==> config.mk <==
export PLATFORM = sky130hd
export DESIGN_NAME = lt_tmode_ctrl
export DESIGN_NICKNAME = d
export VERILOG_FILES = /design/src/rtl/lt_tmode_pkg.sv /design/src/rtl/lt_exit_det.sv /design/src/rtl/lt_mode_unit.sv /design/src/rtl/lt_pll_unit.sv /design/src/rtl/lt_loop_unit.sv /design/src/rtl/lt_tmode_ctrl.sv
export SDC_FILE = /design/constraint.sdc
export NUM_CORES = 1
export LEC_CHECK = 0
export CORE_MARGIN = 1.5
export CORE_UTILIZATION = 48
export DETAILED_ROUTE_END_ITERATION = 7
export GPL_TIMING_DRIVEN = 0
export PLACE_DENSITY = 0.77
export SLEW_MARGIN = 25
export SYNTH_ARGS = -nofsm -noshare
export SYNTH_HDL_FRONTEND = slang
export SYNTH_SLANG_ARGS = --single-unit
==> constraint.sdc <==
create_clock -name clk -period 1.7 [get_ports clk]
set_input_delay 0.34 -clock clk [delete_from_list [all_inputs] [get_ports clk]]
set_output_delay 0.34 -clock clk [all_outputs]
set_load 0.05 [all_outputs]
==> src/rtl/lt_tmode_pkg.sv <==
package lt_tmode_pkg;

  typedef enum logic [1:0] {
    LS_ACTIVE  = 2'd0,
    LS_DORMANT = 2'd1,
    LS_RESYNC  = 2'd2,
    LS_SPARE   = 2'd3
  } link_st_e;

  typedef enum logic [1:0] {
    WA_MODE  = 2'd0,
    WA_PARAM = 2'd1,
    WA_SUB   = 2'd2,
    WA_NONE  = 2'd3
  } wr_addr_e;

  // mode code bit meaning: bit0 = defer to Dormant exit, bit1 = disconnect class
  localparam int MC_DEFER_BIT = 0;
  localparam int MC_DISC_BIT  = 1;
  localparam int MC_NUM_CODES = 4;

endpackage

==> src/rtl/lt_exit_det.sv <==
module lt_exit_det
  import lt_tmode_pkg::*;
(
  input  logic     clk,
  input  logic     rst_n,
  input  link_st_e link_state,
  output logic     dorm_exit,
  output logic     resync_exit,
  output logic     any_exit
);

  link_st_e prev_q;

  always_ff @(posedge clk or negedge rst_n) begin
    if (!rst_n) prev_q <= LS_ACTIVE;
    else        prev_q <= link_state;
  end

  always_comb begin
    dorm_exit   = (prev_q == LS_DORMANT) && (link_state != LS_DORMANT);
    resync_exit = (prev_q == LS_RESYNC)  && (link_state != LS_RESYNC);
    any_exit    = dorm_exit || resync_exit;
  end

  a_r3_exit_exclusive: assert property (@(posedge clk) disable iff (!rst_n)
    !(dorm_exit && resync_exit));

endmodule

==> src/rtl/lt_mode_unit.sv <==
module lt_mode_unit
  import lt_tmode_pkg::*;
#(
  parameter int DATA_W  = 8,
  parameter int SUB_W   = 3,
  parameter int SUB_LSB = 1
) (
  input  logic              clk,
  input  logic              rst_n,
  input  logic              wr_mode,
  input  logic              wr_sub,
  input  logic [DATA_W-1:0] wr_data,
  input  logic              dorm_exit,
  output logic [SUB_W-1:0]  eff_sub,
  output logic              eff_disc,
  output logic              dormant_ok
);

  logic [SUB_W-1:0] stage_q, sub_q, pend_sub_q;
  logic             disc_q, pend_disc_q, pend_q, dok_q;
  logic             code_ok, code_imm, code_def, code_disc;

  always_comb begin
    code_ok   = (wr_data < DATA_W'(MC_NUM_CODES));
    code_imm  = wr_mode && code_ok && !wr_data[MC_DEFER_BIT];
    code_def  = wr_mode && code_ok &&  wr_data[MC_DEFER_BIT];
    code_disc = wr_data[MC_DISC_BIT];
  end

  // staging register for the sub-mode field
  always_ff @(posedge clk or negedge rst_n) begin
    if (!rst_n)      stage_q <= '0;
    else if (wr_sub) stage_q <= wr_data[SUB_LSB +: SUB_W];
  end

  // effective, pending and dormant permission; pending applied before new writes
  always_ff @(posedge clk or negedge rst_n) begin
    if (!rst_n) begin
      sub_q       <= '0;
      disc_q      <= 1'b0;
      pend_q      <= 1'b0;
      pend_sub_q  <= '0;
      pend_disc_q <= 1'b0;
      dok_q       <= 1'b1;
    end else begin
      if (dorm_exit && pend_q) begin
        sub_q  <= pend_sub_q;
        disc_q <= pend_disc_q;
        pend_q <= 1'b0;
      end
      if (code_imm) begin
        sub_q  <= stage_q;
        disc_q <= code_disc;
        pend_q <= 1'b0;
        dok_q  <= !code_disc;
      end else if (code_def) begin
        pend_q      <= 1'b1;
        pend_sub_q  <= stage_q;
        pend_disc_q <= code_disc;
        dok_q       <= !code_disc;
      end
    end
  end

  assign eff_sub    = sub_q;
  assign eff_disc   = disc_q;
  assign dormant_ok = dok_q;

  a_r6_bad_code_ignored: assert property (@(posedge clk) disable iff (!rst_n)
    (wr_mode && (wr_data >= DATA_W'(MC_NUM_CODES)) && !dorm_exit)
      |=> ($stable(eff_sub) && $stable(eff_disc) && $stable(dormant_ok)));

  a_r4_dormant_lock: assert property (@(posedge clk) disable iff (!rst_n)
    $fell(dormant_ok) |-> $past(wr_mode && (wr_data == DATA_W'(2) || wr_data == DATA_W'(3))));

  a_r3_change_cause: assert property (@(posedge clk) disable iff (!rst_n)
    (!$stable(eff_sub) || !$stable(eff_disc)) |-> ($past(wr_mode) || $past(dorm_exit)));

  a_r7_stage_silent: assert property (@(posedge clk) disable iff (!rst_n)
    (wr_sub && !dorm_exit) |=> ($stable(eff_sub) && $stable(eff_disc)));

endmodule

==> src/rtl/lt_pll_unit.sv <==
module lt_pll_unit #(
  parameter int MULT_W     = 3,
  parameter int MULT_LEGAL = 2
) (
  input  logic              clk,
  input  logic              rst_n,
  input  logic              wr_param,
  input  logic [MULT_W-1:0] wr_mult,
  input  logic              any_exit,
  output logic [MULT_W-1:0] mult_sel
);

  logic [MULT_W-1:0] mult_q, pend_q;
  logic              pend_v_q, legal;

  assign legal = (wr_mult < MULT_W'(MULT_LEGAL));

  always_ff @(posedge clk or negedge rst_n) begin
    if (!rst_n) begin
      mult_q   <= '0;
      pend_q   <= '0;
      pend_v_q <= 1'b0;
    end else begin
      if (any_exit && pend_v_q) begin
        mult_q   <= pend_q;
        pend_v_q <= 1'b0;
      end
      if (wr_param && legal) begin
        pend_q   <= wr_mult;
        pend_v_q <= 1'b1;
      end
    end
  end

  assign mult_sel = mult_q;

  a_r8_mult_at_exit: assert property (@(posedge clk) disable iff (!rst_n)
    !$stable(mult_sel) |-> $past(any_exit));

  a_r9_mult_legal: assert property (@(posedge clk) disable iff (!rst_n)
    mult_sel < MULT_W'(MULT_LEGAL));

endmodule

==> src/rtl/lt_loop_unit.sv <==
module lt_loop_unit #(
  parameter int N_LANES = 2
) (
  input  logic               clk,
  input  logic               rst_n,
  input  logic               wr_param,
  input  logic               wr_dir,
  input  logic               any_exit,
  output logic               lb_dir,
  output logic [N_LANES-1:0] tx_en
);

  logic dir_q, turn_q, flip;

  assign flip = wr_param && (wr_dir != dir_q);

  always_ff @(posedge clk or negedge rst_n) begin
    if (!rst_n) begin
      dir_q  <= 1'b0;
      turn_q <= 1'b0;
    end else begin
      if (any_exit && turn_q) turn_q <= 1'b0;
      if (flip) begin
        dir_q  <= wr_dir;
        turn_q <= 1'b1;
      end
    end
  end

  // lane 0 transmits in backward direction, every other lane in forward
  for (genvar i = 0; i < N_LANES; i++) begin : g_lane
    localparam logic LANE_DIR = (i == 0);
    logic tx_q;
    always_ff @(posedge clk or negedge rst_n) begin
      if (!rst_n)                  tx_q <= (LANE_DIR == 1'b0) && (i == 1);
      else if (flip)               tx_q <= 1'b0;
      else if (any_exit && turn_q) tx_q <= (dir_q == LANE_DIR) && (i < 2);
    end
    assign tx_en[i] = tx_q;
  end

  assign lb_dir = dir_q;

  a_r10_turnaround: assert property (@(posedge clk) disable iff (!rst_n)
    !$stable(lb_dir) |-> (tx_en == '0));

  a_r11_single_tx: assert property (@(posedge clk) disable iff (!rst_n)
    $onehot0(tx_en));

  a_r11_enable_at_exit: assert property (@(posedge clk) disable iff (!rst_n)
    $rose(|tx_en) |-> $past(any_exit));

endmodule

==> src/rtl/lt_tmode_ctrl.sv <==
module lt_tmode_ctrl
  import lt_tmode_pkg::*;
#(
  parameter int DATA_W     = 8,
  parameter int SUB_W      = 3,
  parameter int SUB_LSB    = 1,
  parameter int MULT_W     = 3,
  parameter int MULT_LEGAL = 2,
  parameter int LB_BIT     = 7,
  parameter int N_LANES    = 2
) (
  input  logic               clk,
  input  logic               rst_n,
  input  logic               wr_valid,
  output logic               wr_ready,
  input  logic [1:0]         wr_addr,
  input  logic [DATA_W-1:0]  wr_data,
  input  logic [1:0]         link_state,
  output logic [SUB_W-1:0]   sub_mode,
  output logic               disc_mode,
  output logic               dormant_ok,
  output logic [MULT_W-1:0]  pll_mult_sel,
  output logic               lb_backward,
  output logic [N_LANES-1:0] lane_tx_en
);

  logic     fire, wr_mode, wr_param, wr_sub;
  logic     dorm_exit, resync_exit, any_exit;
  wr_addr_e addr;

  assign wr_ready = 1'b1;
  assign fire     = wr_valid && wr_ready;
  assign addr     = wr_addr_e'(wr_addr);
  assign wr_mode  = fire && (addr == WA_MODE);
  assign wr_param = fire && (addr == WA_PARAM);
  assign wr_sub   = fire && (addr == WA_SUB);

  lt_exit_det u_exit (
    .clk         (clk),
    .rst_n       (rst_n),
    .link_state  (link_st_e'(link_state)),
    .dorm_exit   (dorm_exit),
    .resync_exit (resync_exit),
    .any_exit    (any_exit)
  );

  lt_mode_unit #(.DATA_W(DATA_W), .SUB_W(SUB_W), .SUB_LSB(SUB_LSB)) u_mode (
    .clk        (clk),
    .rst_n      (rst_n),
    .wr_mode    (wr_mode),
    .wr_sub     (wr_sub),
    .wr_data    (wr_data),
    .dorm_exit  (dorm_exit),
    .eff_sub    (sub_mode),
    .eff_disc   (disc_mode),
    .dormant_ok (dormant_ok)
  );

  lt_pll_unit #(.MULT_W(MULT_W), .MULT_LEGAL(MULT_LEGAL)) u_pll (
    .clk      (clk),
    .rst_n    (rst_n),
    .wr_param (wr_param),
    .wr_mult  (wr_data[MULT_W-1:0]),
    .any_exit (any_exit),
    .mult_sel (pll_mult_sel)
  );

  lt_loop_unit #(.N_LANES(N_LANES)) u_loop (
    .clk      (clk),
    .rst_n    (rst_n),
    .wr_param (wr_param),
    .wr_dir   (wr_data[LB_BIT]),
    .any_exit (any_exit),
    .lb_dir   (lb_backward),
    .tx_en    (lane_tx_en)
  );

  a_r12_always_ready: assert property (@(posedge clk) disable iff (!rst_n)
    wr_ready);

  a_r12_null_write: assert property (@(posedge clk) disable iff (!rst_n)
    (fire && (addr == WA_NONE) && !any_exit)
      |=> ($stable(sub_mode) && $stable(disc_mode) && $stable(dormant_ok)
           && $stable(pll_mult_sel) && $stable(lb_backward) && $stable(lane_tx_en)));

endmodule

==> impl_metrics.xml, run 1 <==
<?xml version="1.0" encoding="UTF-8"?>
<metrics>
  <group name="status">
    <metric name="run_status" unit="">finished with violations</metric>
    <metric name="violations" unit="">hold timing</metric>
  </group>
  <group name="synth">
    <metric name="synth.top_cell.area_share" unit="%">51.9</metric>
    <metric name="post_synth_num_cell_types" unit="">26</metric>
    <metric name="arithmetic_cell_share_of_the_synthesized_area_counting_full_adders_half_adders_and_majority_gates" unit="%">0</metric>
    <metric name="syn-cell-area" unit="mm2">0.00116</metric>
    <metric name="syn_area_per_cell" unit="um2">12.8</metric>
    <metric name="synth.area.mux_share" unit="%">17.3</metric>
    <metric name="synth_simple_gate_area_share" unit="%">16.8</metric>
    <metric name="synth_cells" unit="">90</metric>
    <metric name="synth_compound_area_share" unit="%">5.74</metric>
    <metric name="synth_top_cells_by_area" unit="">dfrtp_1 (52%), mux2_2 (7.8%), mux2_4 (5.2%)</metric>
    <metric name="synthesis.nets" unit="">105</metric>
    <metric name="warnings_from_yosys" unit="">0</metric>
    <metric name="yosys.area_share.xor_xnor" unit="%">0.758</metric>
    <metric name="synth-seq-area-share" unit="%">56.5</metric>
    <metric name="ys_seq_elements" unit="">26</metric>
    <metric name="synth_top_family_by_area" unit="">multiplexers</metric>
    <metric name="synth_top_area_cell" unit="">dfrtp_1</metric>
  </group>
  <group name="global_route">
    <metric name="grt_pass1_vias" unit="">762</metric>
    <metric name="grt_pass1_wl" unit="um">3350</metric>
    <metric name="grt_remaining_overflow" unit="">0</metric>
    <metric name="maximum_number_of_pins_on_one_net_before_global_route_repair" unit="">27</metric>
    <metric name="grtUsageTotal" unit="%">17.3</metric>
    <metric name="antenna_found_initial" unit="">0</metric>
  </group>
  <group name="die">
    <metric name="die_h" unit="um">52.1</metric>
    <metric name="std_cell_rows" unit="">17</metric>
    <metric name="start_util" unit="%">51.8</metric>
    <metric name="design.die.area" unit="mm2">0.00271</metric>
    <metric name="die_x" unit="um">52.1</metric>
    <metric name="pin_count" unit="">27</metric>
    <metric name="core_area" unit="mm2">0.00223</metric>
  </group>
  <group name="finish">
    <metric name="antenna_cells_inserted" unit="">0</metric>
    <metric name="final.fill_count" unit="">191</metric>
    <metric name="syn2layout_area_growth" unit="%">27.6</metric>
    <metric name="final_layout_size_suffix_gt1_share" unit="%">25.6</metric>
    <metric name="design.final.nets" unit="">137</metric>
  </group>
  <group name="clocking">
    <metric name="clock_sink_count" unit="">26</metric>
    <metric name="cts_htree_levels" unit="">1</metric>
    <metric name="cts.root.buffer_cell" unit="">clkbuf_4</metric>
    <metric name="worstSkewPairLatency" unit="ns">0.31</metric>
    <metric name="cts_bufs_inserted" unit="">3</metric>
    <metric name="maximum_clock_path_buffer_count" unit="">2</metric>
    <metric name="cts-hold-fix-buffers" unit="">0</metric>
    <metric name="clkTransAtPathRegs" unit="ns">0.13</metric>
    <metric name="cts_tree" unit="">built</metric>
  </group>
  <group name="setup_path">
    <metric name="r2r_slack" unit="ns">0.26</metric>
    <metric name="crit_path_cell_trace" unit="">clkdlybuf4s15_1</metric>
    <metric name="timing.setup.critical_path_class" unit="">reg -&gt; out</metric>
    <metric name="worst_ep_required_time" unit="ns">1.36</metric>
    <metric name="cp_slowest_cell" unit="">clkdlybuf4s15_1</metric>
    <metric name="setup.worst_path.start_class" unit="">register</metric>
    <metric name="crit_path_end_kind" unit="">output pin</metric>
    <metric name="critical_path_cell_count" unit="">1</metric>
    <metric name="crit_path_max_incr_delay" unit="ns">0.52</metric>
    <metric name="worst-r2r-cell-count" unit="">4</metric>
    <metric name="worstPathBufferInverterCount" unit="">1</metric>
    <metric name="worst-endpoint-arrival" unit="ns">1.28</metric>
    <metric name="cp_max_fo" unit="">5</metric>
    <metric name="cell_family_with_the_largest_share_of_critical_path_delay" unit="">buffers and inverters</metric>
  </group>
  <group name="sta">
    <metric name="timing_worst_slew_pin_value" unit="ns">0.555</metric>
    <metric name="final_critical_path_setup_slack" unit="ns">0.0765</metric>
    <metric name="final.period_utilization" unit="%">95.5</metric>
    <metric name="hold_viol" unit="">24</metric>
    <metric name="rsz0062_at_grt" unit="">false</metric>
    <metric name="max_slew_margin" unit="%">63.0</metric>
    <metric name="worst_clock_skew" unit="ns">0.00121</metric>
    <metric name="period_minus_ws_final" unit="ns">1.62</metric>
    <metric name="final-setup-viol-count" unit="">0</metric>
    <metric name="finalMaxSlewViolations" unit="">0</metric>
    <metric name="whs" unit="ns">-0.00777</metric>
    <metric name="fmax" unit="MHz">616</metric>
  </group>
  <group name="routing">
    <metric name="first_pass_iters" unit="">4</metric>
    <metric name="via_count" unit="">778</metric>
    <metric name="final_antenna_net_count" unit="">0</metric>
    <metric name="detail_route.vias_per_cell" unit="">5.22</metric>
    <metric name="drt_iter0_markers" unit="">6</metric>
    <metric name="drc" unit="">0</metric>
    <metric name="final_wirelength" unit="um">2020</metric>
    <metric name="wire_per_inst" unit="um">13.6</metric>
  </group>
  <group name="power_and_ir_drop">
    <metric name="pwr_cell_area" unit="mW/mm2">931</metric>
    <metric name="design_power_total" unit="W">0.00137</metric>
    <metric name="leakage" unit="nW">0.766</metric>
    <metric name="vdd.ir_drop.worst" unit="mV">0.674</metric>
  </group>
  <group name="place">
    <metric name="port_buffer_cells" unit="">25</metric>
    <metric name="hpwl" unit="um">1600</metric>
    <metric name="place_ws" unit="ns">-0.526</metric>
    <metric name="routability_congestion_estimate_from_global_placement" unit="">0.696</metric>
  </group>
  <group name="worst_hold_path">
    <metric name="hold_path_class" unit="">in -&gt; async</metric>
  </group>
  <group name="job">
    <metric name="drv_cap" unit="">0</metric>
  </group>
</metrics>
## path summary, 6_finish.rpt
kind                                                       to                          start
worst max-delay path                              lb_backward      u_loop.lb_dir$_DFFE_PN0P_
worst min-delay path            u_pll.mult_sel[2]$_DFFE_PN0P_                          rst_n
worst max register to register  u_pll.mult_sel[1]$_DFFE_PN0P_     u_exit.prev_q[0]$_DFF_PN0_
worst min register to register  u_mode.dormant_ok$_DFFE_PN1P_  u_mode.dormant_ok$_DFFE_PN1P_
max in group asynchronous       u_mode.dormant_ok$_DFFE_PN1P_                          rst_n
min in group clk                    u_loop.lb_dir$_DFFE_PN0P_                     wr_data[7]
## cells in the final DEF, fill, tap and decap left out, types with 2 or more instances in the layout
cell type,Yosys,final
dfstp_2,2,2
buf_4,3,6
dfrtp_1,24,24
clkdlybuf4s50_1,0,9
nor2b_1,2,2
dlygate4sd2_1,0,9
nand2b_1,4,4
clkbuf_4,0,3
mux2_4,4,4
inv_1,2,2
dlymetal6s2s_1,0,2
mux2i_1,5,5
nand3b_1,2,2
nand3_1,2,2
mux2_2,8,8
nand2_1,10,10
o21ai_0,7,7
and2_1,2,2
or3_1,2,2
## area by class of cell
class / instances / area (um2) / share of cell area [%]
inverter: 2 / 7.51 / 0.509
tap: 28 / 35.0 / 2.37
clock buffer: 4 / 36.3 / 2.46
multi-input combinational: 59 / 473 / 32.1
sequential: 26 / 653 / 44.3
timing repair buffer: 27 / 248 / 16.8
buffer: 3 / 22.5 / 1.53
## sequential cells by signal, indices dropped and copies added, names as in the netlist
signal,count
u_pll.pend_q,3
u_mode.pend_sub_q,3
u_mode.stage_q,3
u_mode.dormant_ok,1
u_loop.g_lane.tx_q,2
u_mode.pend_disc_q,1
u_mode.pend_q,1
u_loop.turn_q,1
u_mode.eff_sub,3
u_mode.eff_disc,1
u_exit.prev_q,2
u_pll.pend_v_q,1
u_pll.mult_sel,3
u_loop.lb_dir,1
## repair_timing
item / in CTS / in global routing
endpoints found under the setup margin: 19 / 10
resized for setup: 16 / 5
buffers inserted: 1 / 1
pin swaps: 2 / 3
## kinds of logic (layout without fill, tap and decap cells)
logic type / Yosys count / count (layout)
xor+xnor: 1 / 1
compound gates: 11 / 11
other cells: 1 / 1
mux: 17 / 17
simple gates: 29 / 29
buf+inv: 5 / 36
flops: 26 / 26
## per-layer routing
layer  global-route usage [%]  up-vias  part of all wire, %
li1                         -      374                    -
met1                     21.9      382                   44
met2                     28.7       18                   51
met3                     2.87        4                  3.7
met4                     7.89        0                 0.79
met5                        0        -                    0
## metrics by stage
step	hold WS (ns)	std cells	utilization (%)	TNS (ns)	cell area [um2]
floorplan	0.0444	90	-	0	1160
global placement	0.455	143	64.5	-4.36	1440
detailed placement	0.361	143	64.3	-4.95	1440
CTS	0.000899	148	65.6	0	1470
global route	0.00947	149	66.1	0	1480
finish	-0.00777	149	66.1	0	1480
## cell usage after synthesis
cell / n
or4_4: 1
nand3_1: 2
o21ai_0: 7
a22o_1: 1
nand2_1: 10
conb_1: 1
and2_1: 2
nand2b_1: 4
mux2_4: 4
xor2_1: 1
o211ai_1: 1
a22oi_1: 1
dfstp_2: 2
nand2_4: 1
mux2_2: 8
nor3_4: 1
nor2b_1: 2
inv_1: 2
nor4_4: 1
mux2i_1: 5
or3_1: 2
nand3b_1: 2
buf_4: 3
dfrtp_1: 24
nand4b_1: 1
a21boi_0: 1
## power by group
group	leakage (nW)	switching [W]	internal (W)
Clock	0.0210	0.000170	0.000131
Combinational	0.407	0.000210	0.000135
Sequential	0.338	0.0000408	0.000688
(Power assumes the default switching activity.)
==> inputs of run 2 (changes only) <==
--- a/config.mk
+++ b/config.mk
@@ -5,11 +5,11 @@
 export SDC_FILE = /design/constraint.sdc
 export NUM_CORES = 1
 export LEC_CHECK = 0
+export CAP_MARGIN = 20
 export CORE_MARGIN = 1.5
-export CORE_UTILIZATION = 48
+export CORE_UTILIZATION = 26
 export DETAILED_ROUTE_END_ITERATION = 7
 export GPL_TIMING_DRIVEN = 0
-export PLACE_DENSITY = 0.77
 export SLEW_MARGIN = 25
 export SYNTH_ARGS = -nofsm -noshare
 export SYNTH_HDL_FRONTEND = slang
==> impl_metrics.xml, run 2 (same netlist as run 1, synthesis figures left out) <==
<?xml version="1.0" encoding="UTF-8"?>
<metrics>
  <group name="setup_path">
    <metric name="worst-endpoint-arrival" unit="ns">1.83</metric>
    <metric name="setup.worst_path.start_class" unit="">input pin</metric>
    <metric name="crit_path_max_incr_delay" unit="ns">0.57</metric>
    <metric name="crit_path_cell_trace" unit="">dlygate4sd2_1, or4_4, nor3_4, nand2_4, mux2_4</metric>
    <metric name="cp_max_fo" unit="">5</metric>
    <metric name="crit_path_end_kind" unit="">register</metric>
    <metric name="cp_slowest_cell" unit="">or4_4</metric>
    <metric name="timing.setup.critical_path_class" unit="">in -&gt; reg</metric>
    <metric name="worst_ep_required_time" unit="ns">1.85</metric>
  </group>
  <group name="routing">
    <metric name="first_pass_iters" unit="">4</metric>
    <metric name="wire_per_inst" unit="um">13.1</metric>
    <metric name="drc" unit="">0</metric>
    <metric name="via_count" unit="">790</metric>
    <metric name="drt_iter0_markers" unit="">34</metric>
    <metric name="detail_route.vias_per_cell" unit="">4.57</metric>
    <metric name="final_wirelength" unit="um">2260</metric>
    <metric name="final_antenna_net_count" unit="">0</metric>
  </group>
  <group name="finish">
    <metric name="syn2layout_area_growth" unit="%">31.6</metric>
    <metric name="final.fill_count" unit="">449</metric>
    <metric name="multiInputGateArea" unit="um2">478</metric>
    <metric name="area.sequential" unit="um2">653</metric>
    <metric name="design.final.nets" unit="">137</metric>
    <metric name="most_used_cells_in_the_layout_excluding_fill_and_tap_cells" unit="">dfrtp_1 (24), dlygate4sd2_1 (14), nand2_1 (10)</metric>
    <metric name="antenna_cells_inserted" unit="">0</metric>
    <metric name="final_layout_size_suffix_gt1_share" unit="%">24.8</metric>
    <metric name="instances_no_fill" unit="">173</metric>
    <metric name="mostFrequentLayoutCell" unit="">dfrtp_1</metric>
  </group>
  <group name="place">
    <metric name="place_ws" unit="ns">-0.530</metric>
    <metric name="numPlacedInstances" unit="">167</metric>
    <metric name="hpwl" unit="um">1690</metric>
    <metric name="port_buffer_cells" unit="">25</metric>
    <metric name="routability_congestion_estimate_from_global_placement" unit="">0.793</metric>
  </group>
  <group name="global_route">
    <metric name="grtUsageTotal" unit="%">10.2</metric>
    <metric name="grt_pass1_vias" unit="">789</metric>
    <metric name="grt_pass1_wl" unit="um">3890</metric>
    <metric name="antenna_found_initial" unit="">0</metric>
    <metric name="maximum_number_of_pins_on_one_net_before_global_route_repair" unit="">27</metric>
    <metric name="grt_remaining_overflow" unit="">0</metric>
  </group>
  <group name="job">
    <metric name="drv_cap" unit="">0</metric>
  </group>
  <group name="die">
    <metric name="core_area" unit="mm2">0.00432</metric>
    <metric name="std_cell_rows" unit="">24</metric>
    <metric name="die_h" unit="um">69.7</metric>
    <metric name="start_util" unit="%">26.7</metric>
    <metric name="die_x" unit="um">69.7</metric>
    <metric name="pin_count" unit="">27</metric>
    <metric name="design.die.area" unit="mm2">0.00486</metric>
  </group>
  <group name="clocking">
    <metric name="cts_bufs_inserted" unit="">3</metric>
    <metric name="cts.root.buffer_cell" unit="">clkbuf_8</metric>
    <metric name="worstSkewPairLatency" unit="ns">0.27</metric>
    <metric name="maximum_clock_path_buffer_count" unit="">2</metric>
    <metric name="clkTransAtPathRegs" unit="ns">0.09</metric>
    <metric name="cts_tree" unit="">built</metric>
    <metric name="clock_sink_count" unit="">26</metric>
    <metric name="cts-hold-fix-buffers" unit="">0</metric>
    <metric name="cts_htree_levels" unit="">1</metric>
  </group>
  <group name="power_and_ir_drop">
    <metric name="leakage" unit="nW">0.760</metric>
    <metric name="vdd.ir_drop.worst" unit="mV">0.603</metric>
    <metric name="pwr_cell_area" unit="mW/mm2">960</metric>
    <metric name="design_power_total" unit="W">0.00146</metric>
  </group>
  <group name="sta">
    <metric name="period_minus_ws_final" unit="ns">1.67</metric>
    <metric name="hold_viol" unit="">0</metric>
    <metric name="final_critical_path_setup_slack" unit="ns">0.0289</metric>
    <metric name="final.period_utilization" unit="%">98.3</metric>
    <metric name="max_slew_margin" unit="%">62.2</metric>
    <metric name="fmax" unit="MHz">598</metric>
    <metric name="rsz0062_at_grt" unit="">false</metric>
    <metric name="final.setup.tns" unit="ns">0</metric>
    <metric name="final-setup-viol-count" unit="">0</metric>
    <metric name="finalMaxSlewViolations" unit="">0</metric>
    <metric name="timing_worst_slew_pin_value" unit="ns">0.567</metric>
    <metric name="worst_clock_skew" unit="ns">0.00569</metric>
  </group>
  <group name="status">
    <metric name="run_status" unit="">complete, no violations</metric>
  </group>
  <group name="worst_hold_path">
    <metric name="hold_path_class" unit="">in -&gt; async</metric>
  </group>
</metrics>
[run 2: cell type report]
class / instances / share of cell area, %
well taps: 52 / 4.28
plain buffers: 3 / 1.48
repair buffers: 27 / 15.8
multi-input cells: 59 / 31.4
inverters: 2 / 0.493
flip-flops and latches: 26 / 42.9
clock buffers: 4 / 3.62
[run 2: where the power goes]
part | total (W) | switching (W) | internal (W) | leakage, nW
sequential | 0.000726 | 0.0000382 | 0.000688 | 0.338
clock | 0.000388 | 0.000181 | 0.000207 | 0.0288
combinational | 0.000346 | 0.000211 | 0.000135 | 0.393
[run 2: critical path: cells and delay by family]
kind | cells | cell delay, ns
multiplexers | 1 | 0.31
AND/OR/NAND/NOR | 3 | 0.95
buffers and inverters | 1 | 0.23
[run 2: worst paths after layout]
| kind | from | end | slack, ns | depth (start not counted) |
|---|---|---|---|---|
| worst max-delay path | wr_data[4] | u_mode.pend_sub_q[2]$_DFFE_PN0P_ | 0.03 | 5 |
| worst min-delay path | rst_n | u_mode.pend_sub_q[0]$_DFFE_PN0P_ | 0.05 | 1 |
| worst max register to register | u_exit.prev_q[0]$_DFF_PN0_ | u_pll.mult_sel[0]$_DFFE_PN0P_ | 0.25 | 4 |
| worst min register to register | u_mode.dormant_ok$_DFFE_PN1P_ | u_mode.dormant_ok$_DFFE_PN1P_ | 0.47 | 2 |
| max in group asynchronous | rst_n | u_mode.dormant_ok$_DFFE_PN1P_ | 1.26 | 1 |
| min in group clk | u_mode.dormant_ok$_DFFE_PN1P_ | u_mode.dormant_ok$_DFFE_PN1P_ | 0.47 | 2 |
[run 2: per-layer routing]
layer / vias up / wire, um / GRT usage (%)
li1: 375 / - / -
met1: 394 / 1000 / 13.3
met2: 19 / 1150 / 16.6
met3: 2 / 91 / 2.91
met4: 0 / 23 / 3.21
met5: - / 0 / 0
[run 2: metrics by stage]
step | hold slack (ns) | utilization [%] | cell area, um2
2_1_floorplan | 0.0444 | - | 1160
3_3_place_gp | 0.458 | 34.0 | 1470
3_5_place_dp | 0.374 | 33.9 | 1470
4_1_cts | 0.0722 | 35.0 | 1510
5_1_grt | 0.0980 | 35.2 | 1520
6_report | 0.0534 | 35.2 | 1520
[run 2: repair_timing]
action	4_1_cts	5_1_grt
endpoints found under the setup margin	19	5
gates resized for setup	17	0
pin swaps	2	3
setup buffers	1	1
cloned	0	0
==> inputs of run 3 (changes only) <==
--- a/config.mk
+++ b/config.mk
@@ -10,6 +10,7 @@
 export CORE_UTILIZATION = 26
 export DETAILED_ROUTE_END_ITERATION = 7
 export GPL_TIMING_DRIVEN = 0
+export MAX_ROUTING_LAYER = met4
 export SLEW_MARGIN = 25
 export SYNTH_ARGS = -nofsm -noshare
 export SYNTH_HDL_FRONTEND = slang
==> impl_metrics.xml, run 3 (same netlist as run 1, synthesis figures left out) <==
<?xml version="1.0" encoding="UTF-8"?>
<metrics>
  <group name="global_route">
    <metric name="antenna_found_initial" unit="">0</metric>
    <metric name="grt_remaining_overflow" unit="">0</metric>
    <metric name="grt_pass1_wl" unit="um">3880</metric>
    <metric name="grtUsageTotal" unit="%">10.5</metric>
    <metric name="maximum_number_of_pins_on_one_net_before_global_route_repair" unit="">27</metric>
    <metric name="grt_pass1_vias" unit="">792</metric>
  </group>
  <group name="clocking">
    <metric name="worstSkewPairLatency" unit="ns">0.27</metric>
    <metric name="clock_sink_count" unit="">26</metric>
    <metric name="cts_htree_levels" unit="">1</metric>
    <metric name="clkTransAtPathRegs" unit="ns">0.09</metric>
    <metric name="maximum_clock_path_buffer_count" unit="">2</metric>
    <metric name="cts_bufs_inserted" unit="">3</metric>
    <metric name="cts.root.buffer_cell" unit="">clkbuf_8</metric>
    <metric name="cts_tree" unit="">built</metric>
  </group>
  <group name="sta">
    <metric name="final-setup-viol-count" unit="">0</metric>
    <metric name="max_slew_margin" unit="%">62.2</metric>
    <metric name="final.period_utilization" unit="%">98.4</metric>
    <metric name="hold_viol" unit="">0</metric>
    <metric name="period_minus_ws_final" unit="ns">1.67</metric>
    <metric name="rsz0062_at_grt" unit="">false</metric>
    <metric name="fmax" unit="MHz">598</metric>
    <metric name="worst_clock_skew" unit="ns">0.00555</metric>
    <metric name="finalMaxSlewViolations" unit="">0</metric>
    <metric name="timing_worst_slew_pin_value" unit="ns">0.567</metric>
  </group>
  <group name="place">
    <metric name="port_buffer_cells" unit="">25</metric>
    <metric name="routability_congestion_estimate_from_global_placement" unit="">0.804</metric>
    <metric name="numPlacedInstances" unit="">167</metric>
    <metric name="hpwl" unit="um">1690</metric>
  </group>
  <group name="die">
    <metric name="std_cell_rows" unit="">24</metric>
    <metric name="design.die.area" unit="mm2">0.00486</metric>
    <metric name="pin_count" unit="">27</metric>
    <metric name="core_area" unit="mm2">0.00432</metric>
    <metric name="start_util" unit="%">26.7</metric>
    <metric name="die_x" unit="um">69.7</metric>
    <metric name="die_h" unit="um">69.7</metric>
  </group>
  <group name="routing">
    <metric name="first_pass_iters" unit="">4</metric>
    <metric name="m1WireLength" unit="um">987</metric>
    <metric name="via_count" unit="">790</metric>
    <metric name="met3RoutedLength" unit="um">105</metric>
    <metric name="final_wirelength" unit="um">2260</metric>
    <metric name="wire_per_inst" unit="um">13.0</metric>
    <metric name="detail_route.vias_per_cell" unit="">4.57</metric>
    <metric name="drc" unit="">0</metric>
    <metric name="route.met2.wl" unit="um">1130</metric>
    <metric name="route.top_layer_used" unit="">met4</metric>
    <metric name="drt_iter0_markers" unit="">52</metric>
    <metric name="final_antenna_net_count" unit="">0</metric>
  </group>
  <group name="setup_path">
    <metric name="cp_max_fo" unit="">5</metric>
    <metric name="worst-r2r-cell-count" unit="">4</metric>
    <metric name="crit_path_end_kind" unit="">register</metric>
    <metric name="timing.setup.critical_path_class" unit="">in -&gt; reg</metric>
    <metric name="r2r-end" unit="">u_pll.mult_sel[0]$_DFFE_PN0P_</metric>
    <metric name="setup.worst_path.start_class" unit="">input pin</metric>
    <metric name="r2r_slack" unit="ns">0.25</metric>
    <metric name="rr_startpoint" unit="">u_exit.prev_q[0]$_DFF_PN0_</metric>
    <metric name="worst-endpoint-arrival" unit="ns">1.83</metric>
    <metric name="worst_ep_required_time" unit="ns">1.85</metric>
  </group>
  <group name="finish">
    <metric name="instances_no_fill" unit="">173</metric>
    <metric name="multiInputGateArea" unit="um2">478</metric>
    <metric name="area.sequential" unit="um2">653</metric>
    <metric name="antenna_cells_inserted" unit="">0</metric>
    <metric name="final_layout_size_suffix_gt1_share" unit="%">24.8</metric>
    <metric name="syn2layout_area_growth" unit="%">31.6</metric>
    <metric name="mostFrequentLayoutCell" unit="">dfrtp_1</metric>
    <metric name="finish.utilization" unit="%">35.2</metric>
    <metric name="design.final.nets" unit="">137</metric>
    <metric name="final.fill_count" unit="">449</metric>
    <metric name="most_used_cells_in_the_layout_excluding_fill_and_tap_cells" unit="">dfrtp_1 (24), dlygate4sd2_1 (14), nand2_1 (10)</metric>
  </group>
  <group name="worst_hold_path">
    <metric name="hold_path_class" unit="">in -&gt; async</metric>
  </group>
  <group name="power_and_ir_drop">
    <metric name="pwr_cell_area" unit="mW/mm2">960</metric>
    <metric name="vdd.ir_drop.worst" unit="mV">0.605</metric>
    <metric name="design_power_total" unit="W">0.00146</metric>
    <metric name="leakage" unit="nW">0.760</metric>
  </group>
  <group name="job">
    <metric name="drv_cap" unit="">0</metric>
  </group>
  <group name="status">
    <metric name="run_status" unit="">complete, no violations</metric>
  </group>
</metrics>
run 3: final cells by class:
class | count | share of cell area, %
buffer | 3 | 1.48
clock buffer | 4 | 3.62
inverter | 2 | 0.493
multi-input combinational | 59 | 31.4
sequential | 26 | 42.9
tap | 52 | 4.28
timing repair buffer | 27 | 15.8
run 3: critical path, stage by stage:
cell and delay, ns:
dlygate4sd2_1 0.23, or4_4 0.57, nor3_4 0.26, nand2_4 0.12, mux2_4 0.31
run 3: what timing repair did:
action	4_1_cts	5_1_grt
pin swaps	2	3
buffers inserted	1	1
resized for setup	17	0
hold buffers	0	0
setup endpoints to repair	19	5
run 3: worst max-delay path by stage:
stage,from,endpoint,slack (ns),cells past startpoint
final,wr_data[4],u_mode.pend_sub_q[2]$_DFFE_PN0P_,0.03,5
after global routing,link_state[1],u_pll.mult_sel[2]$_DFFE_PN0P_,0.005,5
after CTS,wr_data[3],u_mode.pend_sub_q[2]$_DFFE_PN0P_,0.02,5
after detailed placement,wr_data[7],u_mode.pend_sub_q[2]$_DFFE_PN0P_,-0.53,5
after global placement,wr_data[7],u_mode.pend_sub_q[2]$_DFFE_PN0P_,-0.54,5
after floorplan,wr_data[4],u_mode.pend_disc_q$_DFFE_PN0P_,0.03,4
run 3: through the flow:
| step | area [um2] | hold slack [ns] | setup slack [ns] | setup TNS, ns |
|---|---|---|---|---|
| 2_1_floorplan | 1160 | 0.0444 | 0.0286 | 0 |
| 6_report | 1520 | 0.0539 | 0.0268 | 0 |
| 3_5_place_dp | 1470 | 0.374 | -0.530 | -4.93 |
| 4_1_cts | 1510 | 0.0722 | 0.0166 | 0 |
| 3_3_place_gp | 1470 | 0.458 | -0.541 | -4.95 |
| 5_1_grt | 1520 | 0.0980 | 0.00460 | 0 |
run 3: where the power goes:
part / internal [W] / switching, W
logic: 0.000135 / 0.000211
clock network: 0.000207 / 0.000181
registers: 0.000688 / 0.0000382
run 3: metal layers:
layer	GRT usage (%)	vias to the layer above
met2	16.6	21
li1	-	375
met1	13.3	392
met5	-	-
met4	3.21	0
met3	2.91	2
